<file path="src/rtl/eis_pkg.sv">
package eis_pkg;
  typedef enum logic [1:0] {
    SENSE_LOW  = 2'b00,
    SENSE_ANY  = 2'b01,
    SENSE_FALL = 2'b10,
    SENSE_RISE = 2'b11
  } sense_e;
endpackage

</file>
<file path="src/rtl/eis_rst_sync.sv">
module eis_rst_sync (
  input  logic clk_i,
  input  logic rst_ni,
  output logic rst_sync_no
);
  logic [1:0] stg_q;
  always_ff @(posedge clk_i or negedge rst_ni) begin
    if (!rst_ni) stg_q <= 2'b00;
    else         stg_q <= {stg_q[0], 1'b1};
  end
  assign rst_sync_no = stg_q[1];
endmodule

</file>
<file path="src/rtl/eis_sync.sv">
module eis_sync #(
  parameter int W      = 4,
  parameter int STAGES = 2
) (
  input  logic         clk_i,
  input  logic         rst_ni,
  input  logic [W-1:0] d_i,
  output logic [W-1:0] q_o
);
  logic [W-1:0] stg_q [STAGES];
  genvar s;
  generate
    for (s = 0; s < STAGES; s++) begin : g_stage
      if (s == 0) begin : g_first
        always_ff @(posedge clk_i or negedge rst_ni) begin
          if (!rst_ni) stg_q[0] <= '0;
          else         stg_q[0] <= d_i;
        end
      end else begin : g_next
        always_ff @(posedge clk_i or negedge rst_ni) begin
          if (!rst_ni) stg_q[s] <= '0;
          else         stg_q[s] <= stg_q[s-1];
        end
      end
    end
  endgenerate
  assign q_o = stg_q[STAGES-1];
endmodule

</file>
<file path="src/rtl/eis_regs.sv">
module eis_regs #(
  parameter int NCH = 4,
  localparam int RW = 2 * NCH
) (
  input  logic          clk_i,
  input  logic          rst_ni,
  input  logic          wr_sense_i,
  input  logic          wr_mask_i,
  input  logic [RW-1:0] wdata_i,
  output logic [RW-1:0] sense_o,
  output logic [NCH-1:0] en_o,
  output logic [RW-1:0] mask_rd_o,
  output logic [NCH-1:0] reload_o
);
  logic [RW-1:0]  sense_q, sense_d;
  logic [NCH-1:0] en_q, en_d;

  always_comb begin
    sense_d = sense_q;
    if (wr_sense_i) sense_d = wdata_i;
    en_d = en_q;
    if (wr_mask_i) en_d = wdata_i[NCH-1:0];
  end

  always_ff @(posedge clk_i or negedge rst_ni) begin
    if (!rst_ni) begin
      sense_q <= '0;
      en_q    <= '0;
    end else begin
      sense_q <= sense_d;
      en_q    <= en_d;
    end
  end

  genvar g;
  generate
    for (g = 0; g < NCH; g++) begin : g_reload
      assign reload_o[g] = wr_sense_i && (wdata_i[2*g +: 2] != sense_q[2*g +: 2]);
    end
  endgenerate

  assign sense_o   = sense_q;
  assign en_o      = en_q;
  assign mask_rd_o = {{(RW-NCH){1'b0}}, en_q};
endmodule

</file>
<file path="src/rtl/eis_chan.sv">
module eis_chan
  import eis_pkg::*;
(
  input  logic   clk_i,
  input  logic   rst_ni,
  input  sense_e mode_i,
  input  logic   cur_i,
  input  logic   reload_i,
  input  logic   ack_i,
  output logic   prev_o,
  output logic   pend_o,
  output logic   req_o
);
  logic prev_q, pend_q, pend_d, evt;

  always_comb begin
    unique case (mode_i)
      SENSE_ANY:  evt = cur_i ^ prev_q;
      SENSE_FALL: evt = prev_q & ~cur_i;
      SENSE_RISE: evt = ~prev_q & cur_i;
      default:    evt = 1'b0;
    endcase
    pend_d = pend_q;
    if (reload_i)   pend_d = 1'b0;
    else if (evt)   pend_d = 1'b1;
    else if (ack_i) pend_d = 1'b0;
  end

  always_ff @(posedge clk_i or negedge rst_ni) begin
    if (!rst_ni) begin
      prev_q <= 1'b0;
      pend_q <= 1'b0;
    end else begin
      prev_q <= cur_i;
      pend_q <= pend_d;
    end
  end

  assign prev_o = prev_q;
  assign pend_o = pend_q;
  assign req_o  = (mode_i == SENSE_LOW) ? ~cur_i : pend_q;
endmodule

</file>
<file path="src/rtl/ext_irq_sense.sv">
module ext_irq_sense
  import eis_pkg::*;
#(
  parameter int NCH = 4,
  localparam int RW = 2 * NCH
) (
  input  logic           clk_i,
  input  logic           rst_ni,
  input  logic           irq_global_en_i,
  input  logic           wr_sense_i,
  input  logic           wr_mask_i,
  input  logic [RW-1:0]  wdata_i,
  input  logic [NCH-1:0] pin_i,
  input  logic [NCH-1:0] ack_i,
  output logic [RW-1:0]  sense_rd_o,
  output logic [RW-1:0]  mask_rd_o,
  output logic [NCH-1:0] irq_o
);
  logic           rst_ns;
  logic [NCH-1:0] cur_w, prev_w, pend_w, reload_w, req_w, en_w;

  eis_rst_sync u_rst (
    .clk_i       (clk_i),
    .rst_ni      (rst_ni),
    .rst_sync_no (rst_ns)
  );

  eis_sync #(.W(NCH), .STAGES(2)) u_sync (
    .clk_i  (clk_i),
    .rst_ni (rst_ns),
    .d_i    (pin_i),
    .q_o    (cur_w)
  );

  eis_regs #(.NCH(NCH)) u_regs (
    .clk_i      (clk_i),
    .rst_ni     (rst_ns),
    .wr_sense_i (wr_sense_i),
    .wr_mask_i  (wr_mask_i),
    .wdata_i    (wdata_i),
    .sense_o    (sense_rd_o),
    .en_o       (en_w),
    .mask_rd_o  (mask_rd_o),
    .reload_o   (reload_w)
  );

  genvar g;
  generate
    for (g = 0; g < NCH; g++) begin : g_ch
      eis_chan u_chan (
        .clk_i    (clk_i),
        .rst_ni   (rst_ns),
        .mode_i   (sense_e'(sense_rd_o[2*g +: 2])),
        .cur_i    (cur_w[g]),
        .reload_i (reload_w[g]),
        .ack_i    (ack_i[g]),
        .prev_o   (prev_w[g]),
        .pend_o   (pend_w[g]),
        .req_o    (req_w[g])
      );
    end
  endgenerate

  assign irq_o = req_w & en_w & {NCH{irq_global_en_i}};
endmodule

</file>
<file path="config.mk">
export PLATFORM = sky130hd
export DESIGN_NAME = ext_irq_sense
export DESIGN_NICKNAME = d
export VERILOG_FILES = /design/src/rtl/eis_pkg.sv /design/src/rtl/eis_rst_sync.sv /design/src/rtl/eis_sync.sv /design/src/rtl/eis_regs.sv /design/src/rtl/eis_chan.sv /design/src/rtl/ext_irq_sense.sv
export SDC_FILE = /design/constraint.sdc
export NUM_CORES = 1
export LEC_CHECK = 0
export BUFFER_PORTS_ARGS = -buffer_cell sky130_fd_sc_hd__clkbuf_2
export CAP_MARGIN = 20
export CORE_AREA = 2 2 46 70
export DETAILED_ROUTE_END_ITERATION = 16
export DIE_AREA = 0 0 48 72
export PLACE_DENSITY = 0.82
export SYNTH_ARGS = -nofsm -noshare
export SYNTH_HDL_FRONTEND = slang
export SYNTH_SLANG_ARGS = --single-unit
</file>
<file path="constraint.sdc">
create_clock -name clk_i -period 2.1 [get_ports clk_i]
set_clock_uncertainty 0.2 [all_clocks]
set_input_delay 0.105 -clock clk_i [delete_from_list [all_inputs] [get_ports clk_i]]
set_output_delay 0.105 -clock clk_i [all_outputs]
set_load 0.02 [all_outputs]
</file>
==> metrics.txt <==
CP max stage cell=dfrtp_1; final WL=2790 um; initial antenna violation count=0; crit path kind=reg -> out; slowest stage delay, CP=0.46 ns; vias=1042; Nets=206; Num CTS Buffers=5; share of cells above drive strength 1=0.267; minimum clock period=1.73 ns; CTS Hold Buffers Added=23; YS warnings=0; dpl cell area=1600 um^2; CTS clk-pin slew, worst paths=0.06 ns; Final Max Slew Viols=0; drt wl/cell=13.0 um; Synth Area in Compound Gates=0.0787; Clock Latency Late Sink=0.28 ns; crit path cell chain=o31ai_1 -> and3_1 -> clkbuf_2; Initial DRT Pass Iterations=4; buffers and inverters on the worst path=1; die width=48 um; Synth Area in Simple Gates=0.0670; Max VDD drop=0.000543 V; Initial Util=0.485; Filler cells=239; Yosys reg bits=30; post-synth cell types=24; Detailed Route Iter0 Violations=25; total setup buffers inserted after CTS=0; Post-DRT Antenna Nets=0; CTS Buffer Depth=2; Core Rows=24; GRT Overall Usage=0.203; Synth Cell Area=1380 um^2; main combinational cell family by area after synthesis=multiplexers; final worst setup slack=0.374 ns; static leakage=0.935 nW; full die area=3460 um^2; Hold/Removal Path Class=in -> reg; Cells after Synth=112; outcome=completed; DRC Markers=0; crit start category=flip-flop; XOR/XNOR Fraction of Synth Area=0.0507; Layout Area Growth over Synthesis=38.0%; RSZ-0062 raised after global routing=no; GPL Wtd Cong=0.734; # IOs=41; total negative slack=0 ns; CP endpoint kind=output port; most frequent cells in the layout=clkbuf_2, dfrtp_1, dlygate4sd3_1; WP data arrival=1.42 ns; mux contribution to synthesized area=0.128; final hold vios=0; data required time of the worst path=1.79 ns; largest fanout on the critical path=7; antenna cells=0; CORE AREA=2850 um^2; finished layout cell area=1910 um^2; root buffer cell=clkbuf_8; DP Worst Slack=0.571 ns; Resize count post-CTS=0; largest net degree at the start of global routing=23; first-pass GRT wire length=4870 um; H-tree depth=2; Final setup viols=0; grt ovf=0; die height=72 um; syn_area_per_cell=12.3 um^2; Detail Placement HPWL=2040 um; Port Buffer Count=36; Post-Synth Adder-Cell Area=0.0724; highest clock rate=0.579 GHz; Vias/cell=4.85; Power Dens Cells=727 nW/um^2; CTS tree=built; clk sinks=30; vias in the first global route=1122; CP delay by family, top=flip-flops; final period utilization=0.822; Seq/Total Area, Yosys=0.543; most common cell after layout, fill and taps aside=clkbuf_2; Max-Cap Viols=0
-- per-layer routing --
metal	vias to the layer above	part of all wire	track usage
met4	0	0.028	0.0931
met2	41	0.56	0.351
met1	496	0.36	0.209
met3	8	0.051	0.0647
met5	-	0	0
li1	497	-	-
-- logic make-up after synthesis --
kind of cell    after synthesis
fa+ha+maj                     8
other cells                   2
flops                        30
compound gates               14
buf+inv                      16
simple gates                 19
xor+xnor                      8
mux                          15
-- cell type report --
type	count	area [um^2]	share of cell area
sequential	30	751	0.393
clock buffer	6	82.6	0.0433
inverter	11	41.3	0.0216
multi-input combinational	69	567	0.297
tap	39	48.8	0.0256
timing repair buffer	60	418	0.219
-- cells in the mapped netlist (all sizes together) --
master  count  share of area
dfrtp      30           0.54
mux2       15           0.13
inv         9          0.024
ha          8          0.072
xnor2       8          0.051
nand2       6          0.016
nor2        6          0.016
buf         5          0.025
a21oi       3          0.011
o21ai       3          0.011
a211oi      2          0.011
a221oi      2          0.022
and3        2         0.0090
clkinv      2         0.0054
conb        2         0.0054
nor3b       2          0.011
o31ai       2          0.011
a222oi      1         0.0072
a32oi       1         0.0063
and2        1         0.0045
nand2b      1         0.0045
nand3b      1         0.0054
-- final timing paths --
check	from	endpoint	slack, ns	depth (start not counted)
min in group asynchronous	u_rst.stg_q[1]	u_regs.sense_o[3]	0.05	1
min reg2reg	u_rst.stg_q[1]	u_regs.sense_o[3]	0.05	1
min	wr_sense_i	g_ch[3].u_chan.pend_o	0.03	2
max in group asynchronous	u_rst.stg_q[1]	u_sync.q_o[2]	1.00	1
max reg2reg	u_regs.en_o[2]	u_regs.en_o[2]	0.55	2
max	u_regs.sense_o[3]	irq_o[1]	0.37	3
-- sequential cells by signal, indices dropped and copies added (netlist names) --
register and cells:
g_ch.u_chan.pend_o 4, g_ch.u_chan.prev_o 4, u_regs.en_o 4, u_regs.sense_o 8, u_rst.stg_q 2, u_sync.q_o 4, u_sync.stg_q 4
-- where the power goes --
part,switching (W),internal (W),total [W]
Sequential,0.0000519,0.000627,0.000678
Clock,0.000191,0.000252,0.000443
Combinational,0.000131,0.000134,0.000265
-- worst reg2reg max path, delay by kind of cell, from the launching register on --
| family | cells | cell delay [ns] |
|---|---|---|
| buf+inv | 1 | 0.56 |
| flops | 1 | 0.39 |
| mux | 1 | 0.28 |
-- per-stage QoR --
stage | util | instances | hold slack (ns) | power (W)
after floorplan | - | 115 | -0.391 | 0.000834
after global placement | 0.559 | 186 | -0.308 | 0.000900
after detailed placement | 0.559 | 186 | -0.303 | 0.000919
after CTS | 0.669 | 215 | 0.0334 | 0.00140
after global routing | 0.669 | 215 | 0.0651 | 0.00147
final | 0.669 | 215 | 0.0287 | 0.00139
Note: power is estimated with default switching activity, not from simulation.
